<file path="config.mk">
export PLATFORM = sky130hd
export DESIGN_NAME = sram_access_ctrl
export DESIGN_NICKNAME = d
export VERILOG_FILES = /design/src/rtl/sram_ctl_pkg.sv /design/src/rtl/sac_timer.sv /design/src/rtl/sac_rdcap.sv /design/src/rtl/sac_fsm.sv /design/src/rtl/sram_access_ctrl.sv
export SDC_FILE = /design/constraint.sdc
export NUM_CORES = 1
export LEC_CHECK = 0
export BUFFER_PORTS_ARGS = -buffer_cell sky130_fd_sc_hd__buf_4
export CORE_MARGIN = 2
export CORE_UTILIZATION = 43
export CTS_CLUSTER_SIZE = 24
export DETAILED_ROUTE_END_ITERATION = 8
export PLACE_DENSITY = 0.73
export SYNTH_ARGS = -nofsm -noshare
export SYNTH_HDL_FRONTEND = slang
export SYNTH_SLANG_ARGS = --single-unit
</file>
<file path="constraint.sdc">
create_clock -name clk -period 4.2 [get_ports clk]
set_input_delay 0.42 -clock clk [delete_from_list [all_inputs] [get_ports clk]]
set_output_delay 0.42 -clock clk [all_outputs]
set_load 0.05 [all_outputs]
</file>
<file path="src/rtl/sram_ctl_pkg.sv">
package sram_ctl_pkg;

  typedef enum logic [2:0] {
    S_IDLE,
    S_RD,
    S_RREC,
    S_WSET,
    S_WSTB,
    S_WHLD
  } sac_state_e;

  // Whole cycles covering t_ns at period_ns, never fewer than one.
  function automatic int ns_to_cycles(input int t_ns, input int period_ns);
    int c;
    c = (t_ns + period_ns - 1) / period_ns;
    if (c < 1) c = 1;
    return c;
  endfunction

  function automatic int max_int(input int a, input int b);
    return (a > b) ? a : b;
  endfunction

  // Bits needed to hold the value n.
  function automatic int bits_for(input int n);
    int w;
    w = 1;
    while ((1 << w) <= n) w++;
    return w;
  endfunction

endpackage

</file>
<file path="src/rtl/sac_timer.sv">
module sac_timer #(
  parameter int CNT_W = 2
) (
  input  logic             clk,
  input  logic             rst,
  input  logic             load,
  input  logic [CNT_W-1:0] load_val,
  output logic             done
);
  logic [CNT_W-1:0] cnt;

  always_ff @(posedge clk) begin
    if (rst) begin
      cnt <= '0;
    end else if (load) begin
      cnt <= load_val;
    end else if (cnt != '0) begin
      cnt <= cnt - 1'b1;
    end
  end

  assign done = (cnt == '0);

  // A loaded interval always ends in the idle value and never wraps.
  AST_TIMER_NO_WRAP: assert property (@(posedge clk) disable iff (rst)
    (!load && done) |=> done);

endmodule

</file>
<file path="src/rtl/sac_rdcap.sv">
module sac_rdcap #(
  parameter int DATA_W = 8
) (
  input  logic              clk,
  input  logic              rst,
  input  logic              sample,
  input  logic [DATA_W-1:0] bus_in,
  output logic [DATA_W-1:0] rdata,
  output logic              valid
);
  always_ff @(posedge clk) begin
    if (rst) begin
      rdata <= '0;
      valid <= 1'b0;
    end else begin
      valid <= sample;
      if (sample) rdata <= bus_in;
    end
  end

  AST_RSP_ONE_CYCLE: assert property (@(posedge clk) disable iff (rst)
    valid |=> !valid);

endmodule

</file>
<file path="src/rtl/sac_fsm.sv">
module sac_fsm
  import sram_ctl_pkg::*;
#(
  parameter int ADDR_W = 13,
  parameter int DATA_W = 8,
  parameter int CNT_W  = 2,
  parameter int N_RD   = 3,
  parameter int N_WS   = 3,
  parameter int N_HZ   = 1
) (
  input  logic              clk,
  input  logic              rst,
  input  logic              standby,
  input  logic              req_valid,
  input  logic              req_write,
  input  logic [ADDR_W-1:0] req_addr,
  input  logic [DATA_W-1:0] req_wdata,
  output logic              req_ready,
  input  logic              t_done,
  output logic              t_load,
  output logic [CNT_W-1:0]  t_val,
  output logic              sample,
  output logic [ADDR_W-1:0] mem_addr,
  output logic [DATA_W-1:0] mem_dq_out,
  output logic              mem_dq_oe,
  output logic              mem_ce_n,
  output logic              mem_ce2,
  output logic              mem_we_n,
  output logic              mem_oe_n
);
  localparam int RUN_MAX = max_int(N_WS, N_HZ) + 1;
  localparam int RUN_W   = bits_for(RUN_MAX);

  sac_state_e state;
  logic       accept;
  logic       rd_end;
  logic       ws_end;

  assign req_ready = (state == S_IDLE) && !standby;
  assign accept    = req_valid && req_ready;
  assign rd_end    = (state == S_RD) && t_done;
  assign ws_end    = (state == S_WSTB) && t_done;
  assign sample    = rd_end;

  // Interval loads: read access on accept, turnaround after a read,
  // strobe length while the write setup cycle runs.
  always_comb begin
    t_load = 1'b0;
    t_val  = '0;
    if (accept && !req_write) begin
      t_load = 1'b1;
      t_val  = CNT_W'(N_RD - 1);
    end else if (rd_end) begin
      t_load = 1'b1;
      t_val  = CNT_W'(N_HZ - 1);
    end else if (state == S_WSET) begin
      t_load = 1'b1;
      t_val  = CNT_W'(N_WS - 1);
    end
  end

  always_ff @(posedge clk) begin
    if (rst) begin
      state      <= S_IDLE;
      mem_addr   <= '0;
      mem_dq_out <= '0;
      mem_dq_oe  <= 1'b0;
      mem_ce_n   <= 1'b1;
      mem_ce2    <= 1'b0;
      mem_we_n   <= 1'b1;
      mem_oe_n   <= 1'b1;
    end else begin
      unique case (state)
        S_IDLE: begin
          if (accept) begin
            mem_addr <= req_addr;
            mem_ce_n <= 1'b0;
            mem_ce2  <= 1'b1;
            if (req_write) begin
              mem_dq_out <= req_wdata;
              mem_dq_oe  <= 1'b1;
              state      <= S_WSET;
            end else begin
              mem_oe_n <= 1'b0;
              state    <= S_RD;
            end
          end
        end
        S_RD: begin
          if (t_done) begin
            mem_oe_n <= 1'b1;
            mem_ce_n <= 1'b1;
            mem_ce2  <= 1'b0;
            state    <= S_RREC;
          end
        end
        S_RREC: begin
          if (t_done) state <= S_IDLE;
        end
        S_WSET: begin
          mem_we_n <= 1'b0;
          state    <= S_WSTB;
        end
        S_WSTB: begin
          if (t_done) begin
            mem_we_n <= 1'b1;
            state    <= S_WHLD;
          end
        end
        S_WHLD: begin
          mem_ce_n  <= 1'b1;
          mem_ce2   <= 1'b0;
          mem_dq_oe <= 1'b0;
          state     <= S_IDLE;
        end
        default: state <= S_IDLE;
      endcase
    end
  end

  // Run-length monitors feeding the pin-timing properties.
  logic [RUN_W-1:0] oe_hi_run;
  logic [RUN_W-1:0] we_lo_run;

  always_ff @(posedge clk) begin
    if (rst) begin
      oe_hi_run <= RUN_W'(RUN_MAX);
      we_lo_run <= '0;
    end else begin
      if (!mem_oe_n) oe_hi_run <= '0;
      else if (oe_hi_run != RUN_W'(RUN_MAX)) oe_hi_run <= oe_hi_run + 1'b1;
      if (mem_we_n) we_lo_run <= '0;
      else if (we_lo_run != RUN_W'(RUN_MAX)) we_lo_run <= we_lo_run + 1'b1;
    end
  end

  AST_IDLE_DESELECTED: assert property (@(posedge clk) disable iff (rst)
    req_ready |-> (mem_ce_n && !mem_ce2 && mem_we_n && mem_oe_n && !mem_dq_oe));
  AST_STANDBY_NO_SELECT: assert property (@(posedge clk) disable iff (rst)
    (standby && state == S_IDLE) |=> mem_ce_n);
  AST_READ_PIN_LEVELS: assert property (@(posedge clk) disable iff (rst)
    !mem_oe_n |-> (!mem_ce_n && mem_ce2 && mem_we_n));
  AST_STROBE_SELECTED: assert property (@(posedge clk) disable iff (rst)
    !mem_we_n |-> (!mem_ce_n && mem_ce2 && mem_oe_n));
  AST_STROBE_WIDTH: assert property (@(posedge clk) disable iff (rst)
    $rose(mem_we_n) |-> (we_lo_run == RUN_W'(N_WS)));
  AST_WDATA_DRIVEN: assert property (@(posedge clk) disable iff (rst)
    !mem_we_n |-> (mem_dq_oe && $stable(mem_dq_out)));
  AST_ADDR_STABLE_IN: assert property (@(posedge clk) disable iff (rst)
    !mem_we_n |-> $stable(mem_addr));
  AST_ADDR_STABLE_OUT: assert property (@(posedge clk) disable iff (rst)
    $rose(mem_we_n) |=> $stable(mem_addr));
  AST_NO_CONTENTION: assert property (@(posedge clk) disable iff (rst)
    mem_dq_oe |-> mem_oe_n);
  AST_TURNAROUND: assert property (@(posedge clk) disable iff (rst)
    $rose(mem_dq_oe) |-> (oe_hi_run >= RUN_W'(N_HZ)));

endmodule

</file>
<file path="src/rtl/sram_access_ctrl.sv">
module sram_access_ctrl
  import sram_ctl_pkg::*;
#(
  parameter int ADDR_W  = 13,
  parameter int DATA_W  = 8,
  parameter int CLK_NS  = 20,
  parameter int T_RC_NS = 55,
  parameter int T_AA_NS = 55,
  parameter int T_OE_NS = 30,
  parameter int T_WP_NS = 45,
  parameter int T_WC_NS = 55,
  parameter int T_AW_NS = 50,
  parameter int T_DW_NS = 25,
  parameter int T_HZ_NS = 20
) (
  input  logic              clk,
  input  logic              rst,
  input  logic              standby,
  input  logic              req_valid,
  input  logic              req_write,
  input  logic [ADDR_W-1:0] req_addr,
  input  logic [DATA_W-1:0] req_wdata,
  output logic              req_ready,
  output logic              rsp_valid,
  output logic [DATA_W-1:0] rsp_rdata,
  output logic [ADDR_W-1:0] mem_addr,
  output logic [DATA_W-1:0] mem_dq_out,
  output logic              mem_dq_oe,
  input  logic [DATA_W-1:0] mem_dq_in,
  output logic              mem_ce_n,
  output logic              mem_ce2,
  output logic              mem_we_n,
  output logic              mem_oe_n
);
  localparam int N_RD = max_int(max_int(ns_to_cycles(T_AA_NS, CLK_NS),
                                        ns_to_cycles(T_OE_NS, CLK_NS)),
                                ns_to_cycles(T_RC_NS, CLK_NS));
  localparam int N_WS = max_int(max_int(ns_to_cycles(T_WP_NS, CLK_NS),
                                        ns_to_cycles(T_DW_NS, CLK_NS)),
                                max_int(ns_to_cycles(T_AW_NS, CLK_NS),
                                        max_int(ns_to_cycles(T_WC_NS, CLK_NS) - 2, 1)));
  localparam int N_HZ = ns_to_cycles(T_HZ_NS, CLK_NS);
  localparam int CNT_W = bits_for(max_int(max_int(N_RD, N_WS), N_HZ));

  logic             t_load;
  logic [CNT_W-1:0] t_val;
  logic             t_done;
  logic             sample;

  sac_timer #(.CNT_W(CNT_W)) u_timer (
    .clk      (clk),
    .rst      (rst),
    .load     (t_load),
    .load_val (t_val),
    .done     (t_done)
  );

  sac_fsm #(
    .ADDR_W (ADDR_W),
    .DATA_W (DATA_W),
    .CNT_W  (CNT_W),
    .N_RD   (N_RD),
    .N_WS   (N_WS),
    .N_HZ   (N_HZ)
  ) u_fsm (
    .clk        (clk),
    .rst        (rst),
    .standby    (standby),
    .req_valid  (req_valid),
    .req_write  (req_write),
    .req_addr   (req_addr),
    .req_wdata  (req_wdata),
    .req_ready  (req_ready),
    .t_done     (t_done),
    .t_load     (t_load),
    .t_val      (t_val),
    .sample     (sample),
    .mem_addr   (mem_addr),
    .mem_dq_out (mem_dq_out),
    .mem_dq_oe  (mem_dq_oe),
    .mem_ce_n   (mem_ce_n),
    .mem_ce2    (mem_ce2),
    .mem_we_n   (mem_we_n),
    .mem_oe_n   (mem_oe_n)
  );

  sac_rdcap #(.DATA_W(DATA_W)) u_rdcap (
    .clk    (clk),
    .rst    (rst),
    .sample (sample),
    .bus_in (mem_dq_in),
    .rdata  (rsp_rdata),
    .valid  (rsp_valid)
  );

  // Reads are only sampled while the memory is selected with outputs on.
  AST_SAMPLE_WHILE_ON: assert property (@(posedge clk) disable iff (rst)
    sample |-> (!mem_oe_n && !mem_ce_n && mem_ce2));

endmodule

</file>
Word-level counts from Yosys, hierarchy flattened
Cells that the tools add are included.
{"block": "classes", "n_addsub": 1, "n_eq_ne": 11, "n_mux": 27, "n_reduce_logical": 21}
{"operator": "one-hot mux 3 bit (5 select lines)", "n": 1}
{"operator": "two-way mux 2 bit", "n": 6}
{"operator": "two-way mux 3 bit", "n": 4}
{"operator": "two-way mux 1 bit", "n": 11}
{"operator": "nonzero test 2 bit", "n": 5}
{"operator": "AND reduction 3 bit", "n": 3}
{"operator": "!= test 2 x 1 -> 1 bit, second input constant", "n": 4}
{"operator": "AND reduction 4 bit", "n": 2}
{"operator": "== test 3 x 2 -> 1 bit, second input constant", "n": 2}
{"operator": "== test 3 bit, second input constant", "n": 2}
{"operator": "one-hot mux 1 bit (2 select lines)", "n": 3}
{"operator": "one-hot mux 1 bit (3 select lines)", "n": 2}
{"operator": "logical AND 1 bit", "n": 4}
{"operator": "!= test 2 bit, second input constant", "n": 2}
{"operator": "AND reduction 2 bit", "n": 2}
{"operator": "== test 3 x 1 -> 1 bit, second input constant", "n": 1}
{"operator": "logical NOT 3 bit", "n": 1}
{"operator": "nonzero test 3 bit", "n": 1}
{"operator": "logical NOT 1 bit", "n": 2}
{"operator": "logical NOT 2 bit", "n": 1}
{"operator": "subtractor 2 x 1 -> 2 bit, second input constant", "n": 1}
{"block": "word_totals", "reg_bits": 40, "inputBits": 34, "output_inout_bits": 36}

Logic depth before layout (Yosys ltp)
Gate-level depths: netlist (run 1).
{"block": "depth", "word_depth": 6, "depth_mapped": 7, "ltp_nobuf": 5}

Modules after synthesis
A second synthesis (run 1) with hierarchy kept.
{"block": "hier_totals", "hier_cells": 184, "area_unflattened_um2": 1735.4}
{"module": "sac_fsm", "instances": 1, "cells_per_inst": 144, "area_per_inst_um2": 1301.2, "seq_area_each_um2": 580.6}
{"module": "sac_rdcap", "instances": 1, "cells_per_inst": 28, "area_per_inst_um2": 312.8, "seq_area_each_um2": 180.2}
{"module": "sac_timer", "instances": 1, "cells_per_inst": 12, "area_per_inst_um2": 121.4, "seq_area_each_um2": 40.0}

Least setup slack after synthesis (run 1)
OpenSTA, ideal clock, no wires.
{"block": "synth_timing", "path_kind": "register to output", "from": "register u_fsm.state[2]", "to": "output req_ready", "arrival_time_ns": 1.177, "required_time_ns": 3.780, "path_slack_ns": 2.603, "stages_incl_launch_ff": 4, "path_buffers": 2, "path_cell_list": "dfxtp_1 -> buf_6 -> nor4_4 -> buf_2"}
{"block": "synth_via", "elab_chain_len": 2}
{"element": "from (decl)", "line_no": "sac_fsm.sv:34", "text": "sac_state_e state;"}
{"element": "from (signal assigned)", "line_no": "sac_fsm.sv:64", "text": "state <= S_IDLE;"}
{"element": "from (signal assigned)", "line_no": "sac_fsm.sv:82", "text": "state <= S_WSET;"}
{"element": "from (signal assigned)", "line_no": "sac_fsm.sv:85", "text": "state <= S_RD;"}
{"element": "logical NOT 3 bit", "line_no": "sac_fsm.sv:39", "text": "assign req_ready = (state == S_IDLE) && !standby;"}
{"element": "logical AND 1 bit", "line_no": "sac_fsm.sv:39"}
{"element": "to (decl)", "line_no": "sram_access_ctrl.sv:23", "text": "output logic req_ready,"}
No other way between the ends.

Worst setup path after layout (run 1)
{"block": "layout_timing", "from": "register u_fsm.state[0]", "to": "output req_ready"}
Same word-level chain as after synthesis.

==> out/metrics.csv, run 1 <==
metric;value;unit
core_area;3740;um2
worst_clock_skew;0.00259;ns
crit_path_end_kind;output pin;
power_density;502;nW/um2
whs_endpoint;u_rdcap.rdata[0];
htree_num_levels;2;
min-delay-start;mem_dq_in[0];
met1_usage;22.0;%
stdcell_count;299;
nNetsFinal;285;
antenna_found_initial;0;
hold_viol_final;0;
holdWs;0.376;ns
worst_pin_slew;0.855;ns
post-dp-hpwl;2.58;mm
first_pass_iters;7;
yosysTopAreaCell;dfxtp_1;
root_buffer;clkbuf_8;
insertion_delay;0.29;ns
place_inst;291;
finalSetupTns;0;ns
cts_setup_buffers;0;
setup_viol;0;
ir_drop;0.273;mV
syn_to_final_growth;34.5;%
clock_path_buffers;2;
grt_max_degree;62;
slew_viol_final;0;
grt-ovfl-total;0;
die_area;4510;um2
stdcell_area;2310;um2
rsz0062_at_grt;false;
crit_arrival;1.88;ns
synthArstFlopShare;0;%
drt_iter0_markers;56;
yosys_most_used_dff;dfxtp_1;
hp-class;in -> reg;
grt_pass1_vias;1428;
timing.rr.start;u_fsm.state[0];
start_util;45.9;%
ys_seq_area_share;46.6;%
max_clock_freq;435;MHz
status;finished clean;
fp-row-count;22;
die_x;67.2;um
io_pins;70;
min_delay_path_depth;3;
ant_nets;0;
cts.sink_count;40;
clk_pin_slew;0.07;ns
io_buffers;69;
numCtsBuffers;5;
drive_above_1_share;30.7;%
cts_resized;0;
critPathMaxFanout;19;
maxCapViolations;0;
crit_type;reg -> out;
netlist_instances;190;
crit_start;u_fsm.state[0];
r2r_end;u_fsm.mem_dq_out[1];
ys_types;32;
synth_area;1720;um2
synth_top_cell_area_share;46.6;%
use_met3;6.67;%
startpoint_type;flip-flop;
drc;0;
synth.most_common_cell;dfxtp_1;
power;0.00116;W
place.gp.congestion;0.777;
ys_warn_count;0;
synth_commonest_cells;dfxtp_1 (40), nand2b_1 (31), nand2_1 (17);
ff2ff_path_depth;3;
placed_area;2220;um2
r2r_slack;2.05;ns
grt_pass1_wl;6.20;mm
via_per_inst;4.99;
ctsHoldBuffers;0;
antenna_cells;0;
slew_headroom;42.6;%
vias;1492;
synth_edf_count;0;
die_y;67.2;um
period_needed;2.30;ns
finalWirelength;3.78;mm
syn_area_per_cell;9.03;um2
wl_per_cell;12.7;um
power.leakage;0.944;nW
grt.total_usage;18.2;%
required;3.78;ns
cts_tree;done;
ys_seq_elements;40;
grt_busiest_layer;met2;
min_period_over_period;54.8;%
synthTopCellsByArea;dfxtp_1 (47%), nand2b_1 (11%), nand4b_1 (6.6%), mux2i_1 (4.7%), o21ai_0 (4.4%);
syn_nets;225;
use_met2;30.0;%
-- report_power, final --
part / internal, W / switching (W)
logic: 0.000156 / 0.000274
registers: 0.000431 / 0.0000404
clock network: 0.000134 / 0.000124
-- metrics by stage --
stage	worst slack, ns	util, %
2_1_floorplan	2.60	-
3_3_place_gp	2.13	59.3
3_5_place_dp	2.04	59.3
4_1_cts	1.88	61.7
5_1_grt	1.75	61.7
6_report	1.90	61.7
-- layout make-up --
type	instances	area, um2
clock buffers	8	90.1
flip-flops and latches	40	801
repair buffers	70	526
inverters	4	15.0
well taps	48	60.1
fillers	362	1440
multi-input cells	129	817
-- sequential cells by signal (all words and copies together), names as in the netlist, 2 cells and up --
name	flops
u_timer.cnt	2
u_rdcap.rdata	8
u_fsm.state	3
u_fsm.mem_addr	13
u_fsm.mem_dq_out	8
-- worst max-delay path, cell delays in order, from the launching register on --
cell     delay (ns)
dfxtp_1        0.43
nor4_4         0.82
buf_4          0.33
-- how the worst max path moves through the flow --
stage / cells past startpoint / slack [ns] / endpoint
6_report: 2 / 1.90 / req_ready
5_1_grt: 2 / 1.75 / req_ready
4_1_cts: 2 / 1.88 / req_ready
3_5_place_dp: 3 / 2.04 / u_fsm.mem_dq_out[1]
3_3_place_gp: 3 / 2.13 / u_fsm.mem_dq_out[1]
2_1_floorplan: 3 / 2.60 / req_ready
-- per-layer routing --
metal	wire [um]	vias to the layer above	share of wire, %
met1	1690	665	45
met4	36	0	0.95
met2	1730	54	46
met5	0	-	0
met3	326	4	8.6
li1	-	769	-
-- cell families (layout without fill, tap and decap cells) --
family,count (synthesis),in the layout,share of synthesized area [%]
multiplexers,8,8,4.66
AO/OA/AOI/OAI,37,37,12.1
AND/OR/NAND/NOR,82,82,29.6
flip-flops,40,40,46.6
XOR/XNOR,1,1,0.510
adder cells (fa/ha/maj),1,1,0.729
buffers and inverters,21,82,5.76
-- cell usage in the layout, fill, tap and decap left out, types with 3 or more instances in the layout --
master	synthesis	routed
buf_4	1	70
dfxtp_1	40	40
nand2b_1	31	31
nand2_1	17	17
o21ai_0	15	15
nand4b_1	13	13
a21oi_1	12	12
nor2_1	8	8
mux2i_1	8	8
clkbuf_8	0	6
inv_1	4	4
nand3b_1	3	3
No activity file was read; power rests on OpenSTA's default activity.
==> inputs of run 2 (changes only) <==
--- a/config.mk
+++ b/config.mk
@@ -10,7 +10,7 @@
 export CORE_UTILIZATION = 43
 export CTS_CLUSTER_SIZE = 24
 export DETAILED_ROUTE_END_ITERATION = 8
-export PLACE_DENSITY = 0.73
+export PLACE_DENSITY = 0.75
 export SYNTH_ARGS = -nofsm -noshare
 export SYNTH_HDL_FRONTEND = slang
 export SYNTH_SLANG_ARGS = --single-unit
==> constraint.sdc (replaced) <==
create_clock -name clk -period 1.97 [get_ports clk]
set_input_delay 0.197 -clock clk [delete_from_list [all_inputs] [get_ports clk]]
set_output_delay 0.197 -clock clk [all_outputs]
set_load 0.05 [all_outputs]
==> run 2 against run 1 <==
Power is 110% higher. First-iteration DRC count increased by 7.1%. Largest cell class unchanged. Final cell count did not move. Worst setup slack got worse by 1.7 ns. Critical endpoint unchanged. Sequential share of layout area about the same. Core utilization about the same. Worst hold slack worse by 0.22 ns. Clock power grew 83%. Combinational power up 120%.
==> out/metrics.csv, run 2 (synthesis gave the netlist of run 1 again) <==
metric;value;unit
status;finished clean;
ir_drop;0.655;mV
period_needed;1.79;ns
die_y;67.2;um
power.leakage;0.949;nW
timing.rr.start;u_timer.cnt[0];
max_clock_freq;558;MHz
grt_max_degree;62;
drive_above_1_share;31.5;%
ctsHoldBuffers;0;
post-dp-hpwl;2.65;mm
place.gp.congestion;0.734;
clock_path_buffers;2;
die_x;67.2;um
critPathMaxFanout;14;
cts_setup_buffers;0;
grt-ovfl-total;0;
ant_nets;0;
whs_endpoint;u_rdcap.rdata[2];
cts_tree;done;
holdWs;0.154;ns
min_period_over_period;91.0;%
regMostFlops;u_fsm.mem_addr;
final_cell_mix;buf_4 (73), dfxtp_1 (40), nand2b_1 (31);
hold_viol_final;0;
insertion_delay;0.28;ns
slew_headroom;68.6;%
drc;0;
ff2ff_path_depth;6;
antenna_cells;0;
maxCapViolations;0;
drt_iter0_markers;60;
root_buffer;clkbuf_8;
top_regs;u_fsm.mem_addr: 13 flops, u_fsm.mem_dq_out: 8 flops, u_rdcap.rdata: 8 flops;
stdcell_count;299;
io_buffers;69;
power_density;1050;nW/um2
final_common_cell;buf_4;
min-delay-start;mem_dq_in[2];
fin_ws;0.178;ns
min_delay_path_depth;3;
setup_viol;0;
required;1.77;ns
worstPathCellList;nor4_4 -> buf_4 -> buf_4;
cp_top_family;buffers and inverters;
crit_slowest_cell;dfxtp_1;
grt_pass1_wl;6.23;mm
cts_resized;0;
r2r_slack;0.34;ns
crit_path_end_kind;output pin;
dp_slack;0.339;ns
worst_clock_skew;0.00232;ns
numCtsBuffers;5;
critPathBufInv;2;
first_pass_iters;4;
core_area;3740;um2
fill_cells;350;
max_stage_delay;0.42;ns
grt.total_usage;18.4;%
clk_pin_slew;0.07;ns
syn_to_final_growth;34.5;%
grt_pass1_vias;1405;
hp-class;in -> reg;
place_inst;294;
rsz0062_at_grt;false;
slew_viol_final;0;
wl_per_cell;12.8;um
crit_arrival;1.59;ns
io_pins;70;
power;0.00242;W
start_util;45.9;%
startpoint_type;flip-flop;
vias;1501;
worst_pin_slew;0.471;ns
finalSetupTns;0;ns
via_per_inst;5.02;
largest_reg_flops;13;
finalWirelength;3.83;mm
crit_type;reg -> out;
r2r_end;u_timer.cnt[0];
die_area;4510;um2
cts.sink_count;40;
nNetsFinal;288;
htree_num_levels;2;
fp-row-count;22;
crit_top_cell;buf_4;
antenna_found_initial;0;
-- run 2: metrics by stage --
step	cell area [um2]	util, %
after floorplan	1720	-
after global placement	2240	59.9
after detailed placement	2240	59.9
after CTS	2310	61.7
after global routing	2310	61.7
final	2310	61.7
-- run 2: final cells by class --
cell class	count	area [um2]	area share [%]
Inverter	4	15.0	0.650
Multi-Input combinational cell	129	817	35.4
Timing Repair Buffer	73	548	23.7
Sequential cell	40	801	34.7
Clock buffer	5	68.8	2.98
Tap cell	48	60.1	2.60
-- run 2: worst max-delay path by stage --
stage              startpoint                  end  slack, ns  cells after the start
5_1_grt        u_fsm.state[1]            req_ready       0.06                      3
6_report       u_fsm.state[1]            req_ready       0.18                      3
3_3_place_gp   u_timer.cnt[0]       u_timer.cnt[0]       0.38                      6
4_1_cts        u_fsm.state[1]            req_ready       0.18                      3
3_5_place_dp   u_fsm.state[1]  u_fsm.mem_dq_out[0]       0.34                      3
2_1_floorplan  u_timer.cnt[0]       u_timer.cnt[0]       0.51                      7
-- run 2: report_power, final --
part	switching [W]	internal, W	total, W	leakage [nW]
logic	0.000598	0.000352	0.000950	0.587
clock network	0.000244	0.000228	0.000472	0.0359
registers	0.0000747	0.000919	0.000994	0.326
total	0.000917	0.00150	0.00242	0.949
-- run 2: tightest hold or removal path, delay by kind of cell --
family,cells,cell delay [ns]
simple gates,1,0.04
buf+inv,1,0.11
compound gates,1,0.05
-- run 2: layer usage --
metal | GRT usage [%] | vias to the layer above | part of all wire (%)
met5 | 0 | - | 0
met3 | 6.50 | 6 | 8.1
met4 | 7.65 | 0 | 1.5
met2 | 29.3 | 50 | 45
li1 | - | 771 | -
met1 | 22.7 | 674 | 46
==> inputs of run 3 (changes only) <==
--- a/config.mk
+++ b/config.mk
@@ -10,7 +10,7 @@
 export CORE_UTILIZATION = 43
 export CTS_CLUSTER_SIZE = 24
 export DETAILED_ROUTE_END_ITERATION = 8
-export PLACE_DENSITY = 0.75
+export PLACE_DENSITY_LB_ADDON = 0.2
 export SYNTH_ARGS = -nofsm -noshare
 export SYNTH_HDL_FRONTEND = slang
 export SYNTH_SLANG_ARGS = --single-unit
==> run 3 against run 2 <==
Register-to-register slack lost 0.02 ns. Final area about the same. Flip-flop and latch count stayed put. Die area is the same. Clock power rose by 5.3%. Non-clock buffer count shrank 1. Fmax down 1.2%. Sequential share of layout area about the same. Critical path depth did not move. Worst hold slack better by 0.0037 ns.
==> out/metrics.csv, run 3 (synthesis gave the netlist of run 1 again) <==
metric;value;unit
status;finished clean;
holdWs;0.158;ns
root_buffer;clkbuf_8;
max_stage_delay;0.42;ns
clk_pin_slew;0.07;ns
grt-ovfl-total;0;
required;1.77;ns
pwr-share-seq;41.4;%
crit_type;reg -> out;
crit_start;u_fsm.state[0];
via_per_inst;5.09;
finalWirelength;3.82;mm
post-dp-hpwl;2.61;mm
startpoint_type;flip-flop;
crit_slowest_cell;dfxtp_1;
stdcell_count;300;
switching_share;38.2;%
switching_power;0.000929;W
worst_pin_slew;0.473;ns
final_common_cell;buf_4;
intPower;0.00151;W
finalSetupTns;0;ns
top_regs;u_fsm.mem_addr: 13 flops, u_fsm.mem_dq_out: 8 flops, u_rdcap.rdata: 8 flops;
ff2ff_path_depth;3;
power_density;1050;nW/um2
min_period_over_period;92.1;%
io_buffers;69;
die_x;67.2;um
die_area;4510;um2
ant_nets;0;
timing.rr.start;u_fsm.state[0];
die_y;67.2;um
slew_viol_final;0;
drc;0;
power.leakage;0.949;nW
dp_slack;0.329;ns
hold_viol_final;0;
cts_tree;done;
grt_pass1_wl;6.07;mm
wl_per_cell;12.7;um
period_needed;1.81;ns
clockPowerShare;20.4;%
nNetsFinal;287;
fp-row-count;22;
r2r_end;u_fsm.mem_dq_out[1];
power_frac_comb;38.2;%
largest_reg_flops;13;
first_pass_iters;4;
vias;1527;
drt_iter0_markers;108;
crit_top_cell;buf_4;
antenna_found_initial;0;
cts_setup_buffers;0;
regMostFlops;u_fsm.mem_addr;
ctsHoldBuffers;0;
htree_num_levels;2;
clock_path_buffers;2;
core_area;3740;um2
critPathBufInv;2;
grt_pass1_vias;1379;
r2r_slack;0.32;ns
drive_above_1_share;31.3;%
critPathMaxFanout;14;
worstPathCellList;nor4_4 -> buf_4 -> buf_4;
place_inst;293;
ir_drop;0.633;mV
numCtsBuffers;5;
crit_cells;3;
grt_max_degree;62;
cts_resized;0;
slew_headroom;68.4;%
maxCapViolations;0;
setup_viol;0;
cp_top_family;buffers and inverters;
crit_end;req_ready;
final_cell_mix;buf_4 (72), dfxtp_1 (40), nand2b_1 (31);
crit_path_end_kind;output pin;
hp-class;in -> reg;
start_util;45.9;%
place.gp.congestion;0.790;
max_clock_freq;551;MHz
worst_clock_skew;0.00455;ns
cts.sink_count;40;
insertion_delay;0.28;ns
crit_arrival;1.62;ns
rsz0062_at_grt;false;
antenna_cells;0;
syn_to_final_growth;34.6;%
grt.total_usage;17.6;%
fin_ws;0.156;ns
io_pins;70;
[run 3: cell count changes in the layout (fill, tap and decap cells not counted)]
cell      delta
clkbuf_1     +1
clkinv_2     +1
buf_4        -1
[run 3: worst min path at each step]
stage | start | end | slack, ns | cells past startpoint
after CTS | mem_dq_in[1] | u_rdcap.rdata[1] | 0.14 | 3
after global routing | mem_dq_in[3] | u_rdcap.rdata[3] | 0.17 | 3
final | mem_dq_in[1] | u_rdcap.rdata[1] | 0.16 | 3
after floorplan | mem_dq_in[0] | u_rdcap.rdata[0] | 0.33 | 2
after detailed placement | u_rdcap.rdata[7] | u_rdcap.rdata[7] | 0.45 | 2
after global placement | u_rdcap.rdata[4] | u_rdcap.rdata[4] | 0.44 | 2
[run 3: routing by layer]
| metal | routed length (um) | global-route usage (%) | vias to the layer above |
|---|---|---|---|
| li1 | - | - | 771 |
| met1 | 1770 | 22.5 | 702 |
| met2 | 1700 | 28.1 | 48 |
| met3 | 299 | 5.67 | 6 |
| met4 | 54 | 6.12 | 0 |
| met5 | 0 | 0 | - |
[run 3: worst register-to-register path, stage by stage (launching register included)]
cell and delay, ns:
dfxtp_1 0.42, nor4_4 0.42, and3_1 0.51, mux2i_1 0.24
[run 3: per-stage QoR]
stage               cell area (um2)  power, W  utilization, %
floorplan                      1720   0.00170               -
global placement               2230   0.00195            59.7
detailed placement             2230   0.00195            59.7
CTS                            2310   0.00246            61.7
global route                   2310   0.00259            61.7
finish                         2310   0.00243            61.7
[run 3: layout make-up]
| type | count | area (um2) |
|---|---|---|
| multi-input combinational | 129 | 817 |
| clock buffer | 6 | 72.6 |
| timing repair buffer | 72 | 541 |
| fill | 337 | 1430 |
| sequential | 40 | 801 |
| tap | 48 | 60.1 |
| clock inverter | 1 | 5.00 |
| inverter | 4 | 15.0 |
[run 3: power by group through the flow]
stage               logic [W]  registers, W  clock network, W
CTS                  0.000934       0.00101          0.000524
global placement     0.000925       0.00102                 0
global route          0.00101       0.00102          0.000557
detailed placement   0.000930       0.00102                 0
floorplan            0.000452       0.00125                 0
finish               0.000930       0.00101          0.000497
